**src/rtl/asram_pkg.sv**
```systemverilog
package asram_pkg;

  typedef enum logic [2:0] {
    ST_IDLE,
    ST_READ,
    ST_TURN,
    ST_WSETUP,
    ST_WPULSE,
    ST_WTAIL
  } st_e;

  function automatic int unsigned max2(input int unsigned a, input int unsigned b);
    return (a > b) ? a : b;
  endfunction

  // read window: last of the access times, never shorter than the cycle time
  function automatic int unsigned rd_cycles(input int unsigned t_aa, input int unsigned t_acs,
                                            input int unsigned t_oe, input int unsigned t_rc);
    return max2(max2(max2(t_aa, t_acs), max2(t_oe, t_rc)), 1);
  endfunction

  // cycle within the pulse at which write data may be driven
  function automatic int unsigned drive_start(input int unsigned t_whz, input bit oe_low);
    return oe_low ? t_whz : 0;
  endfunction

  // write pulse, stretched when output enable stays asserted
  function automatic int unsigned wp_cycles(input int unsigned t_wp, input int unsigned t_ds,
                                            input int unsigned t_whz, input bit oe_low);
    return max2(t_wp, drive_start(t_whz, oe_low) + max2(t_ds, 1));
  endfunction

  function automatic int unsigned hold_cycles(input int unsigned t_dh);
    return max2(t_dh, 1);
  endfunction

  function automatic int unsigned tail_cycles(input int unsigned t_dh, input int unsigned t_wr);
    return max2(hold_cycles(t_dh), t_wr);
  endfunction

endpackage

```
**src/rtl/asram_timer.sv**
```systemverilog
module asram_timer #(
  parameter int CW = 4
) (
  input  logic          clk,
  input  logic          rst_n,
  input  logic          load,
  input  logic [CW-1:0] load_val,
  output logic [CW-1:0] cnt_q,
  output logic [CW-1:0] cnt_nxt,
  output logic          done
);

  assign done = (cnt_q == '0);

  always_comb begin
    if (load)      cnt_nxt = load_val;
    else if (done) cnt_nxt = cnt_q;
    else           cnt_nxt = cnt_q - CW'(1);
  end

  always_ff @(posedge clk or negedge rst_n) begin
    if (!rst_n) cnt_q <= '0;
    else        cnt_q <= cnt_nxt;
  end

endmodule

```
**src/rtl/asram_seq.sv**
```systemverilog
module asram_seq
  import asram_pkg::*;
#(
  parameter int          CW        = 4,
  parameter int unsigned RD_LEN    = 4,
  parameter int unsigned WSU_LEN   = 1,
  parameter int unsigned WP_LEN    = 3,
  parameter int unsigned DRV_START = 0,
  parameter int unsigned HOLD_LEN  = 1,
  parameter int unsigned TAIL_LEN  = 1,
  parameter int unsigned TURN_LEN  = 1,
  parameter bit          OE_LOW    = 1'b0
) (
  input  logic clk,
  input  logic rst_n,
  input  logic req_valid,
  input  logic req_write,
  output st_e  state_q,
  output logic acc_fire,
  output logic rd_done,
  output logic wr_done,
  output logic cs_n,
  output logic we_n,
  output logic oe_n,
  output logic dq_oe
);

  localparam logic [CW-1:0] RD_M1   = CW'(RD_LEN - 1);
  localparam logic [CW-1:0] WSU_M1  = CW'((WSU_LEN > 0) ? WSU_LEN - 1 : 0);
  localparam logic [CW-1:0] WP_M1   = CW'(WP_LEN - 1);
  localparam logic [CW-1:0] TAIL_M1 = CW'(TAIL_LEN - 1);
  localparam logic [CW-1:0] TURN_M1 = CW'((TURN_LEN > 0) ? TURN_LEN - 1 : 0);
  localparam logic [CW-1:0] DRV_LIM = CW'(WP_LEN - 1 - DRV_START);
  localparam logic [CW:0]   HOLD_GE = (CW+1)'(TAIL_LEN - HOLD_LEN);

  st_e           nxt;
  logic          load;
  logic [CW-1:0] lval;
  logic [CW-1:0] cnt_q;
  logic [CW-1:0] cnt_nxt;
  logic          done;
  logic          oe_nxt;
  logic          dq_nxt;

  asram_timer #(.CW(CW)) u_timer (
    .clk     (clk),
    .rst_n   (rst_n),
    .load    (load),
    .load_val(lval),
    .cnt_q   (cnt_q),
    .cnt_nxt (cnt_nxt),
    .done    (done)
  );

  assign acc_fire = (state_q == ST_IDLE) && req_valid;
  assign rd_done  = (state_q == ST_READ) && done;
  assign wr_done  = (state_q == ST_WTAIL) && done;

  always_comb begin
    nxt  = state_q;
    load = 1'b0;
    lval = '0;
    unique case (state_q)
      ST_IDLE: if (req_valid) begin
        load = 1'b1;
        if (!req_write) begin
          nxt  = ST_READ;
          lval = RD_M1;
        end else if (WSU_LEN > 0) begin
          nxt  = ST_WSETUP;
          lval = WSU_M1;
        end else begin
          nxt  = ST_WPULSE;
          lval = WP_M1;
        end
      end
      ST_READ: if (done) begin
        if (TURN_LEN > 0) begin
          nxt  = ST_TURN;
          load = 1'b1;
          lval = TURN_M1;
        end else begin
          nxt = ST_IDLE;
        end
      end
      ST_TURN:   if (done) nxt = ST_IDLE;
      ST_WSETUP: if (done) begin
        nxt  = ST_WPULSE;
        load = 1'b1;
        lval = WP_M1;
      end
      ST_WPULSE: if (done) begin
        nxt  = ST_WTAIL;
        load = 1'b1;
        lval = TAIL_M1;
      end
      ST_WTAIL:  if (done) nxt = ST_IDLE;
      default:   nxt = ST_IDLE;
    endcase
  end

  generate
    if (OE_LOW) begin : g_oe_low
      assign oe_nxt = !((nxt == ST_READ) || (nxt == ST_WSETUP) || (nxt == ST_WPULSE));
    end else begin : g_oe_high
      assign oe_nxt = !(nxt == ST_READ);
    end
  endgenerate

  assign dq_nxt = ((nxt == ST_WPULSE) && (cnt_nxt <= DRV_LIM)) ||
                  ((nxt == ST_WTAIL) && (({1'b0, cnt_nxt} + 1'b1) > HOLD_GE));

  always_ff @(posedge clk or negedge rst_n) begin
    if (!rst_n) begin
      state_q <= ST_IDLE;
      cs_n    <= 1'b1;
      we_n    <= 1'b1;
      oe_n    <= 1'b1;
      dq_oe   <= 1'b0;
    end else begin
      state_q <= nxt;
      cs_n    <= !((nxt == ST_READ) || (nxt == ST_WSETUP) || (nxt == ST_WPULSE));
      we_n    <= !(nxt == ST_WPULSE);
      oe_n    <= oe_nxt;
      dq_oe   <= dq_nxt;
    end
  end

endmodule

```
**src/rtl/asram_ctrl.sv**
```systemverilog
module asram_ctrl
  import asram_pkg::*;
#(
  parameter int          ADDR_W    = 11,
  parameter int          DATA_W    = 8,
  parameter int unsigned T_RC      = 4,
  parameter int unsigned T_AA      = 3,
  parameter int unsigned T_ACS     = 2,
  parameter int unsigned T_OE      = 2,
  parameter int unsigned T_AS      = 1,
  parameter int unsigned T_WP      = 3,
  parameter int unsigned T_DS      = 2,
  parameter int unsigned T_WHZ     = 2,
  parameter int unsigned T_DH      = 2,
  parameter int unsigned T_WR      = 1,
  parameter int unsigned T_TA      = 2,
  parameter bit          OE_LOW_WR = 1'b0
) (
  input  logic              clk,
  input  logic              rst_n,
  input  logic              req_valid,
  input  logic              req_write,
  input  logic [ADDR_W-1:0] req_addr,
  input  logic [DATA_W-1:0] req_wdata,
  output logic              idle,
  output logic              rsp_ready,
  output logic [DATA_W-1:0] rsp_rdata,
  output logic [ADDR_W-1:0] sram_addr,
  output logic              sram_cs_n,
  output logic              sram_oe_n,
  output logic              sram_we_n,
  output logic [DATA_W-1:0] sram_dout,
  output logic              sram_dq_oe,
  input  logic [DATA_W-1:0] sram_din
);

  localparam int unsigned RD_LEN   = rd_cycles(T_AA, T_ACS, T_OE, T_RC);
  localparam int unsigned WP_LEN   = wp_cycles(T_WP, T_DS, T_WHZ, OE_LOW_WR);
  localparam int unsigned DRV_ST   = drive_start(T_WHZ, OE_LOW_WR);
  localparam int unsigned HOLD_LEN = hold_cycles(T_DH);
  localparam int unsigned TAIL_LEN = tail_cycles(T_DH, T_WR);
  localparam int unsigned MAX_LEN  = max2(max2(max2(RD_LEN, WP_LEN), max2(TAIL_LEN, T_AS)), T_TA);
  localparam int          CW       = $clog2(MAX_LEN + 1);

  st_e  st;
  logic acc_fire;
  logic rd_done;
  logic wr_done;

  asram_seq #(
    .CW       (CW),
    .RD_LEN   (RD_LEN),
    .WSU_LEN  (T_AS),
    .WP_LEN   (WP_LEN),
    .DRV_START(DRV_ST),
    .HOLD_LEN (HOLD_LEN),
    .TAIL_LEN (TAIL_LEN),
    .TURN_LEN (T_TA),
    .OE_LOW   (OE_LOW_WR)
  ) u_seq (
    .clk      (clk),
    .rst_n    (rst_n),
    .req_valid(req_valid),
    .req_write(req_write),
    .state_q  (st),
    .acc_fire (acc_fire),
    .rd_done  (rd_done),
    .wr_done  (wr_done),
    .cs_n     (sram_cs_n),
    .we_n     (sram_we_n),
    .oe_n     (sram_oe_n),
    .dq_oe    (sram_dq_oe)
  );

  assign idle = (st == ST_IDLE);

  always_ff @(posedge clk or negedge rst_n) begin
    if (!rst_n) begin
      sram_addr <= '0;
      sram_dout <= '0;
      rsp_rdata <= '0;
      rsp_ready <= 1'b0;
    end else begin
      if (acc_fire) begin
        sram_addr <= req_addr;
        if (req_write) sram_dout <= req_wdata;
      end
      if (rd_done) rsp_rdata <= sram_din;
      rsp_ready <= rd_done || wr_done;
    end
  end

endmodule

```
**config.mk**
```make
export PLATFORM = sky130hd
export DESIGN_NAME = asram_ctrl
export DESIGN_NICKNAME = d
export VERILOG_FILES = /design/src/rtl/asram_pkg.sv /design/src/rtl/asram_timer.sv /design/src/rtl/asram_seq.sv /design/src/rtl/asram_ctrl.sv
export SDC_FILE = /design/constraint.sdc
export NUM_CORES = 1
export LEC_CHECK = 0
export BUFFER_PORTS_ARGS = -buffer_cell sky130_fd_sc_hd__buf_4
export CAP_MARGIN = 10
export CORE_MARGIN = 8
export CORE_UTILIZATION = 48
export DETAILED_ROUTE_END_ITERATION = 12
export PLACE_DENSITY_LB_ADDON = 0.15
export SLEW_MARGIN = 25
export SYNTH_ARGS = -nofsm -noshare
export SYNTH_HDL_FRONTEND = slang
export SYNTH_SLANG_ARGS = --single-unit
```
**constraint.sdc**
```tcl
create_clock -name clk -period 2 [get_ports clk]
set_input_delay 0.3 -clock clk [delete_from_list [all_inputs] [get_ports clk]]
set_output_delay 0.3 -clock clk [all_outputs]
set_load 0.05 [all_outputs]
```
[After elaboration in Yosys (flattened, before gate mapping)]
Index checks and enable logic that the tools add are counted.
Storage, ports and cells
  bits in registers: 38
  latch bits: 0
  bits in writable memories: 0
  ROM bits: 0
  logic and storage cells: 58
  memories: 0
Operators by class
  add/sub/neg operators: 2
  multipliers: 0
  div/mod/pow operators: 0
  order comparisons: 2
  eq/ne operators: 9
  shift operators: 0
  multiplexer cells: 17
  bitwise gates (word level): 0
  reductions and logical operators: 18
Operators by type and width (count)
  2-to-1 mux 3 bit: 8
  case mux 3 bit (5 select lines): 1
  == test 3 bit, second input constant: 4
  == test 3 x 2 -> 1 bit, second input constant: 3
  case mux 3 bit (3 select lines): 1
  == test 3 x 1 -> 1 bit, second input constant: 2
  logical NOT 3 bit: 2
  2-to-1 mux 2 bit: 3
  logical AND 1 bit: 5
  adder 3 x 1 -> 4 bit, second input constant: 1
  greater-than comparator 4 x 1 -> 1 bit, second input constant: 1
  logical OR 1 bit: 4
  OR reduction 2 bit: 2
  less-or-equal comparator 3 x 2 -> 1 bit, second input constant: 1
  logical NOT 1 bit: 3
  2-to-1 mux 1 bit: 3
  OR reduction 3 bit: 1
  subtractor 3 x 1 -> 3 bit, second input constant: 1
  case mux 1 bit (2 select lines): 1
  AND reduction 2 bit: 1

[Logic depth before layout (Yosys ltp)]
Gate-level depths: netlist of the first run.
  depth after elaboration: 8
  gate-level depth with buffers: 8

[Cells and area by module]
A second synthesis of the first run with hierarchy kept.
Second synthesis, totals
  cells, all modules: 132
  area, all modules: 1714.1 sq um
Modules (own cells, without submodules)
  asram_ctrl: instances 1, cells an instance 60, area each 1034.7 sq um
  asram_seq: instances 1, cells an instance 54, area each 483.0 sq um
  asram_timer: instances 1, cells an instance 18, area each 196.4 sq um

[Least setup slack after synthesis of the first run]
Ideal clock, no wire load.
  path kind: register to register
  from: reg u_seq.state_q[0]
  to: reg u_seq.dq_oe
  library setup time: 0.126 ns
  arrival time: 2.399 ns
  data required time: 1.874 ns
  setup slack: -0.525 ns
  stages on the path, launching flop included: 7
  buffers on the path: 1
  path through: dfrtp_1 -> buf_4 -> nor3_1 -> nand3b_1 -> o311a_1 -> a22oi_1 -> o22ai_1
RTL lines
  start: declaration: RTL line asram_seq.sv:18  | output st_e state_q,
  start signal: assignment: RTL line asram_seq.sv:121  | state_q <= nxt;
  logical NOT 3 bit *
  named net idle: RTL line asram_ctrl.sv:25  | output logic idle,
  case mux 3 bit (3 select lines) or case mux 1 bit (2 select lines) (tied branches): RTL line asram_seq.sv:63  | unique case (state_q)
  2-to-1 mux 3 bit: RTL line asram_timer.sv:16  | if (load) cnt_nxt = load_val;
  adder 3 x 1 -> 4 bit: RTL line asram_seq.sv:111  | ((nxt == ST_WTAIL) && (({1'b0, cnt_nxt} + 1'b1) > HOLD_GE));
  greater-than comparator 4 x 1 -> 1 bit: RTL line asram_seq.sv:111
  logical AND 1 bit: RTL line asram_seq.sv:111
  logical OR 1 bit *: RTL line asram_seq.sv:110  | assign dq_nxt = ((nxt == ST_WPULSE) && (cnt_nxt <= DRV_LIM)) ||
  named net u_seq.dq_nxt: RTL line asram_seq.sv:43  | logic dq_nxt;
  end signal: assignment: RTL line asram_seq.sv:125  | dq_oe <= dq_nxt;
  end: declaration: RTL line asram_seq.sv:25  | output logic dq_oe
Mark *: on every way through the listed nets, which the timed path passes. The rest lies on a longest branch.
A chain may end at the register's enable or synchronous reset.

[Worst setup path after layout of the first run]
  from: reg u_seq.state_q[0]
  to: out idle
On the way
  longest elaborated chain between the ends: 1
RTL lines
  logical NOT 3 bit: RTL line asram_ctrl.sv:75  | assign idle = (st == ST_IDLE);
  end: declaration: RTL line asram_ctrl.sv:25
No other way between the ends.

==> out/results.env, run 1 <==
STATUS='finished, final reports clean'
DESIGN.FINAL.NETS=229
START_UTIL_PCT=49.8
ASYNC_FLOP_SHARE_PCT=100
R2R_SETUP_SLACK_NS=0.20
FINAL_LAYOUT_SIZE_SUFFIX_GT1_SHARE_PCT=54.8
IO_PINS=64
CRIT_PATH_MAX_INCR_DELAY_NS=0.53
CELLS_TAKING_THE_MOST_AREA_AFTER_SYNTHESIS='sky130_fd_sc_hd__dfrtp_1 (53%), sky130_fd_sc_hd__mux2_2 (18%), sky130_fd_sc_hd__dfstp_2 (4.8%), sky130_fd_sc_hd__a21oi_1 (2.1%), sky130_fd_sc_hd__nand2_1 (1.6%)'
POST_SYNTH_NUM_CELL_TYPES=32
FINAL_MIN_PERIOD_OVER_CLOCK_PERIOD_PCT=90.0
FLOW.AREA_GROWTH_FROM_SYNTHESIS_PCT=38.7
YOSYSTOPAREACELL='sky130_fd_sc_hd__dfrtp_1'
SYNTH_FLOP_CELL='sky130_fd_sc_hd__dfrtp_1'
SETUP_REPAIR_AFTER_GLOBAL_ROUTING_MISSED_ITS_MARGIN='no'
DIE_AREA_SQ_UM=5570
VIAS=1241
GRT.MET2_USAGE_PCT=24.4
CRITPATHMOSTFREQUENTCELL='sky130_fd_sc_hd__buf_4'
SLEW_VIOLATIONS=0
NUMCLOCKSINKS=38
REMAINING_DRC_ERRORS=0
SYN-MEAN-INSTANCE-AREA_SQ_UM=12.9
ANTENNA_VIOLATING_NETS_POST_ROUTE=0
CTS.ROOT.BUFFER_CELL='sky130_fd_sc_hd__clkbuf_4'
COREAREA_SQ_UM=3310
WORSTPATHCELLLIST='buf_4 > nor3_4 > buf_4'
GLOBAL_ROUTE.PEAK_USAGE_LAYER='met2'
TIMING.CRITICAL_PATH.ARRIVAL_NS=1.50
CRITPATHSLOWESTCELL='sky130_fd_sc_hd__dfrtp_1'
PLACE_WORST_SETUP_SLACK_NS=0.176
MIN_TO='sram_dout[5]'
DPL.HPWL_UM=2940
CRITICALPATHCATEGORY='reg2out'
CELL_COUNT_AFTER_SYNTHESIS=128
CRIT_FANOUT=12
WORST_SETUP_HOLD_PATH_CLK_SLEW_NS=0.11
SYNTH.TOP_CELL.AREA_SHARE_PCT=53.1
WL_PER_CELL_UM=15.4
WIRE_LENGTH_OF_THE_FIRST_GLOBAL_ROUTING_PASS_UM=6090
TIMING.FINAL.HOLD_VIOLATIONS=0
CP_NUM_BUF_INV=2
MAXSLEWHEADROOM_PCT=66.1
TIGHTESTPINTRANSITION_NS=0.508
WORST_R2R_STARTPOINT='u_seq.u_timer.cnt_q[0]'
CLOCK_TREE.HTREE_LEVEL_COUNT=2
POSTSYNTHREGISTERBITS=38
FIN_CRIT_NS=1.80
WORST_SETUP_PATH_END_KIND='output pin'
NUM_ANTENNA_CELLS=0
HOLDWS_NS=0.185
DRV_CAP=0
TNS_NS=0
WIRELENGTH_UM=3750
NUMBER_OF_CLOCK_BUFFERS_INSERTED_BY_TRITONCTS=5
MAXIMUM_BUFFER_DEPTH_OF_THE_CLOCK_TREE=2
EDFF_COUNT_SYNTH=0
DIE-WIDTH_UM=74.6
SYNTH_SEQUENTIAL_AREA_RATIO_PCT=57.9
INITIAL_ANTENNA_VIOLATION_COUNT=0
FMAX_MHz=555
FIRST_GLOBAL_VIAS=1339
DIE_HT_UM=74.6
HP-CLASS='in2reg'
SETUP.WORST_PATH.START='u_seq.state_q[0]'
DETAIL_ROUTE.ITER0.VIOLATIONS=78
GRT_UTIL_MET3_PCT=5.86
CP_TOP_FAMILY='flip-flops'
YOSYS_WARNINGS=0
FINALWEIGHTEDCONGESTION=0.861
POST-CTS-SETUP-BUFFERS=0
WORST_HOLD_PATH_DEPTH=2
ROW_COUNT=21
WORST_PATH_REQUIRED_NS=1.70
SYNTH.CELLS.MOST_FREQUENT='sky130_fd_sc_hd__dfrtp_1 (35), sky130_fd_sc_hd__mux2_2 (27), sky130_fd_sc_hd__a21oi_1 (7), sky130_fd_sc_hd__nand2_1 (7), sky130_fd_sc_hd__nor2_1 (5)'
RR_WORST_DEPTH=6
TIMING.RR.END='rsp_rdata[5]'
SYNTH_FP_NETS=161
GRT_START_MAX_NET_PINS=39
CELL_WITH_THE_MOST_INSTANCES_AFTER_SYNTHESIS='sky130_fd_sc_hd__dfrtp_1'
TIMING.FINAL.SETUP_VIOLATIONS=0
WORST_HOLD_STARTPOINT='req_wdata[5]'
GRT_REMAINING_OVERFLOW=0
TRITONCTS='built'
FIRST_PASS_ITERS=4
VIA_PER_INST=5.11
POST_SYNTH_INSTANCE_AREA_SQ_UM=1650
LAYOUT_SETUP_WS_NS=0.199
FINCLKSKEW_NS=0.00807
WORSTSKEWPAIRLATENCY_NS=0.34
PORTBUFFERS=63
START_KIND='register'
GR-USAGE-MET1_PCT=15.1
TRACK_USAGE_PCT=14.3
repair_timing:
item / CTS / global route
hold buffers: 1 / 0
endpoints found under the setup margin: 0 / 1
hold endpoints to repair: 35 / 0
resized for setup: 0 / 1
how the worst max path moves through the flow:
stage	to	slack (ns)	depth (start not counted)
after global placement	u_seq.dq_oe	0.23	7
after detailed placement	u_seq.dq_oe	0.18	7
after CTS	u_seq.dq_oe	0.15	7
after global routing	rsp_rdata[5]	0.06	6
final	idle	0.20	3
after floorplan	u_seq.dq_oe	0.22	6
cell families after synthesis:
group                      Yosys count  synth area share (%)
AOI/OAI and AO/OA                   22                  8.42
adders and majority gates            2                  1.52
buffers and inverters                9                  2.88
DFF                                 38                  57.9
muxes                               27                  18.4
and+or+nand+nor                     30                  10.8
state kept, by name (all words and copies together) (netlist names), 3 cells and up:
signal / count
rsp_rdata: 8
u_seq.u_timer.cnt_q: 3
sram_addr: 11
sram_dout: 8
u_seq.state_q: 3
per-stage QoR:
step           area (sq um)  utilization [%]  instances
2_1_floorplan          1660                -        128
3_3_place_gp           2190             66.1        234
3_5_place_dp           2190             66.1        234
4_1_cts                2280             69.0        243
5_1_grt                2290             69.1        243
6_report               2290             69.1        243
routing by layer:
metal	part of all wire, %	wire length [um]
met4	1.6	59
met1	37	1370
met3	9.2	345
met2	53	1970
met5	0	0
cell usage in the layout, fill, tap and decap left out:
| cell | Yosys | layout |
|---|---|---|
| sky130_fd_sc_hd__inv_1 | 3 | 3 |
| sky130_fd_sc_hd__nor2b_1 | 4 | 3 |
| sky130_fd_sc_hd__dfrtp_1 | 35 | 35 |
| sky130_fd_sc_hd__nand4_1 | 1 | 1 |
| sky130_fd_sc_hd__nor3_1 | 3 | 2 |
| sky130_fd_sc_hd__a31oi_1 | 1 | 1 |
| sky130_fd_sc_hd__o311a_1 | 1 | 1 |
| sky130_fd_sc_hd__a211oi_1 | 1 | 1 |
| sky130_fd_sc_hd__nand2b_1 | 2 | 2 |
| sky130_fd_sc_hd__nand3_1 | 1 | 1 |
| sky130_fd_sc_hd__mux2_2 | 27 | 27 |
| sky130_fd_sc_hd__nor4b_2 | 1 | 1 |
| sky130_fd_sc_hd__clkbuf_4 | 0 | 5 |
| sky130_fd_sc_hd__nor3_4 | 0 | 1 |
| sky130_fd_sc_hd__a221o_1 | 1 | 1 |
| sky130_fd_sc_hd__clkbuf_1 | 1 | 1 |
| sky130_fd_sc_hd__buf_12 | 0 | 1 |
| sky130_fd_sc_hd__a21oi_1 | 7 | 7 |
| sky130_fd_sc_hd__dlygate4sd3_1 | 0 | 1 |
| sky130_fd_sc_hd__dfstp_2 | 3 | 3 |
| sky130_fd_sc_hd__nor2_1 | 5 | 5 |
| sky130_fd_sc_hd__a21o_1 | 1 | 1 |
| sky130_fd_sc_hd__ha_1 | 2 | 2 |
| sky130_fd_sc_hd__bufinv_16 | 0 | 1 |
| sky130_fd_sc_hd__a22oi_1 | 1 | 1 |
| sky130_fd_sc_hd__nor3b_1 | 1 | 1 |
| sky130_fd_sc_hd__clkbuf_8 | 0 | 1 |
| sky130_fd_sc_hd__o22ai_1 | 2 | 2 |
| sky130_fd_sc_hd__o21bai_1 | 1 | 1 |
| sky130_fd_sc_hd__nor4_4 | 1 | 1 |
| sky130_fd_sc_hd__buf_4 | 3 | 65 |
| sky130_fd_sc_hd__o21ai_0 | 4 | 4 |
| sky130_fd_sc_hd__o21a_1 | 2 | 2 |
| sky130_fd_sc_hd__and2_1 | 2 | 2 |
| sky130_fd_sc_hd__nor2_2 | 1 | 1 |
| sky130_fd_sc_hd__nand3b_1 | 1 | 1 |
| sky130_fd_sc_hd__nand2_1 | 7 | 7 |
| sky130_fd_sc_hd__nor2b_2 | 0 | 1 |
final cells by class:
cell class	count	area, sq um
tap	46	57.6
sequential	38	955
clock buffer	7	55.1
inverter	3	11.3
clock inverter	1	30.0
fill	265	1020
timing repair buffer	67	518
multi-input combinational	81	661
worst register-to-register path, stage by stage (launching register included):
cell and delay [ns]:
sky130_fd_sc_hd__dfrtp_1 0.39, sky130_fd_sc_hd__inv_1 0.07, sky130_fd_sc_hd__ha_1 0.23, sky130_fd_sc_hd__nand2b_1 0.26, sky130_fd_sc_hd__nor2_1 0.09, sky130_fd_sc_hd__nand2_1 0.28, sky130_fd_sc_hd__mux2_2 0.38
Power of run 1 is not shown: default switching activity piles up to over one toggle a cycle in this logic, so the estimate is an artifact.
==> inputs of run 2 (changes only) <==
CORE_MARGIN = unset   (was 8)
==> run 2 against run 1 <==
  * Maximum frequency shrank 2.4%
  * Cell count shrank 0.41%
  * Cell area fell by 1.6%
  * Register-to-register slack lost 0.05 ns
  * Sequential cell count is the same
  * Global-route usage increased by 6.3 points
  * Routed wire length down 6.1%
  * Via count up 2.7%
  * Utilization is 2.3 points higher
  * Die area shrank 34%
  * Non-clock buffer count is 1 higher
  * Critical path type is now reg2reg
  * Largest cell class unchanged
  * Highest routed layer unchanged
==> out/results.env, run 2 (synthesis results as in run 1) <==
TIMING.CRITICAL_PATH.ARRIVAL_NS=2.07
MAXSLEWHEADROOM_PCT=66.9
GRT_START_MAX_NET_PINS=39
CRITICALPATHCATEGORY='reg2reg'
STATUS='finished, final reports clean'
FINAL_UTIL_PCT=71.4
TIGHTESTPINTRANSITION_NS=0.495
TOP_REGISTER='sram_addr'
WORSTSKEWPAIRLATENCY_NS=0.34
HOLDWS_NS=0.185
GRT_REMAINING_OVERFLOW=0
TRITONCTS='built'
COREAREA_SQ_UM=3150
FIRST_GLOBAL_VIAS=1212
ROW_COUNT=20
ANTENNA_VIOLATING_NETS_POST_ROUTE=0
WORST_HOLD_PATH_DEPTH=2
REMAINING_DRC_ERRORS=0
FINAL_LAYOUT_SIZE_SUFFIX_GT1_SHARE_PCT=55.1
TRACK_USAGE_PCT=20.6
WORST_SETUP_HOLD_PATH_CLK_SLEW_NS=0.12
TNS_NS=0
DESIGN.FINAL.NETS=230
MOSTFREQUENTLAYOUTCELLS='sky130_fd_sc_hd__buf_4 (67), sky130_fd_sc_hd__dfrtp_1 (35), sky130_fd_sc_hd__mux2_2 (27)'
FMAX_MHz=542
VIA_PER_INST=5.27
MAXIMUM_BUFFER_DEPTH_OF_THE_CLOCK_TREE=2
PORTBUFFERS=63
LARGEST_REGISTER_FFS=11
FINAL_MIN_PERIOD_OVER_CLOCK_PERIOD_PCT=92.3
CLOCK_TREE.HTREE_LEVEL_COUNT=2
DIE-WIDTH_UM=60.6
REG_TOP3='sram_addr (11), rsp_rdata (8), sram_dout (8)'
NUM_ANTENNA_CELLS=0
SLEW_VIOLATIONS=0
NUMCLOCKSINKS=38
START_UTIL_PCT=52.3
TIMING.FINAL.HOLD_VIOLATIONS=0
CTS.ROOT.BUFFER_CELL='sky130_fd_sc_hd__clkbuf_4'
IO_PINS=64
INITIAL_ANTENNA_VIOLATION_COUNT=0
FIN_CRIT_NS=1.85
START_KIND='register'
WORST_PATH_REQUIRED_NS=2.23
WL_PER_CELL_UM=14.5
VIAS=1275
FINAL_COMMON_CELL='sky130_fd_sc_hd__buf_4'
LAYOUT_SETUP_WS_NS=0.154
TIMING.FINAL.SETUP_VIOLATIONS=0
FLOW.AREA_GROWTH_FROM_SYNTHESIS_PCT=36.5
DIE_HT_UM=60.6
DIE_AREA_SQ_UM=3670
WIRELENGTH_UM=3520
DRV_CAP=0
WIRE_LENGTH_OF_THE_FIRST_GLOBAL_ROUTING_PASS_UM=5360
HP-CLASS='in2reg'
DETAIL_ROUTE.ITER0.VIOLATIONS=55
SETUP_REPAIR_AFTER_GLOBAL_ROUTING_MISSED_ITS_MARGIN='no'
WORST_SETUP_PATH_END_KIND='register'
PLACE_WORST_SETUP_SLACK_NS=0.0106
FIRST_PASS_ITERS=4
FINCLKSKEW_NS=0.0195
FINALWEIGHTEDCONGESTION=0.821
RR_WORST_DEPTH=6
DPL.HPWL_UM=2600
NUMBER_OF_CLOCK_BUFFERS_INSERTED_BY_TRITONCTS=5
CRIT_FANOUT=9
run 2: cell types whose count changed in the layout (fill, tap and decap cells not counted):
cell / change
sky130_fd_sc_hd__nor2b_4: +1
sky130_fd_sc_hd__clkinv_2: +2
sky130_fd_sc_hd__bufinv_16: -1
sky130_fd_sc_hd__buf_4: +2
sky130_fd_sc_hd__clkbuf_8: -1
sky130_fd_sc_hd__nor2b_2: -1
sky130_fd_sc_hd__buf_12: -1
run 2: what timing repair did:
item                                    in CTS  in global routing
endpoints found under the hold margin       35                  0
buffers inserted                             0                  0
gates resized for setup                      1                  1
hold buffers                                 1                  0
pin swaps                                    0                  0
endpoints found under the setup margin       1                  1
run 2: cell type report:
cell class	instances	area, sq um
inverter	3	11.3
fill	240	902
clock buffer	6	41.3
clock inverter	2	10.0
timing repair buffer	68	513
multi-input combinational	81	666
sequential	38	955
tap	44	55.1
run 2: per-stage QoR:
| step | std cells | area [sq um] |
|---|---|---|
| floorplan | 128 | 1660 |
| global placement | 233 | 2180 |
| detailed placement | 233 | 2180 |
| CTS | 242 | 2250 |
| global route | 242 | 2250 |
| finish | 242 | 2250 |
run 2: critical path, stage by stage, from the launching register on:
cell	delay, ns
sky130_fd_sc_hd__dfrtp_1	0.40
sky130_fd_sc_hd__inv_1	0.08
sky130_fd_sc_hd__ha_1	0.24
sky130_fd_sc_hd__nand2b_1	0.26
sky130_fd_sc_hd__nor2_1	0.09
sky130_fd_sc_hd__nand2_1	0.28
sky130_fd_sc_hd__mux2_2	0.38
run 2: worst paths after layout:
check                                  startpoint               end  slack, ns
max                        u_seq.u_timer.cnt_q[0]      rsp_rdata[4]       0.15
min                                   req_addr[4]      sram_addr[4]       0.19
max reg2reg                u_seq.u_timer.cnt_q[0]      rsp_rdata[4]       0.15
min reg2reg                          rsp_rdata[5]      rsp_rdata[5]       0.52
max in group asynchronous                   rst_n        u_seq.we_n       1.15
min in group asynchronous                   rst_n  u_seq.state_q[0]       0.48
run 2: routing by layer:
layer / track usage [%] / wire (um) / up-vias
met5: 0 / 0 / -
met4: 10.4 / 58 / 0
met3: 4.90 / 206 / 7
met2: 35.8 / 1930 / 64
met1: 23.6 / 1330 / 613
li1: - / - / 591
Power of run 2 is left out for the same reason.
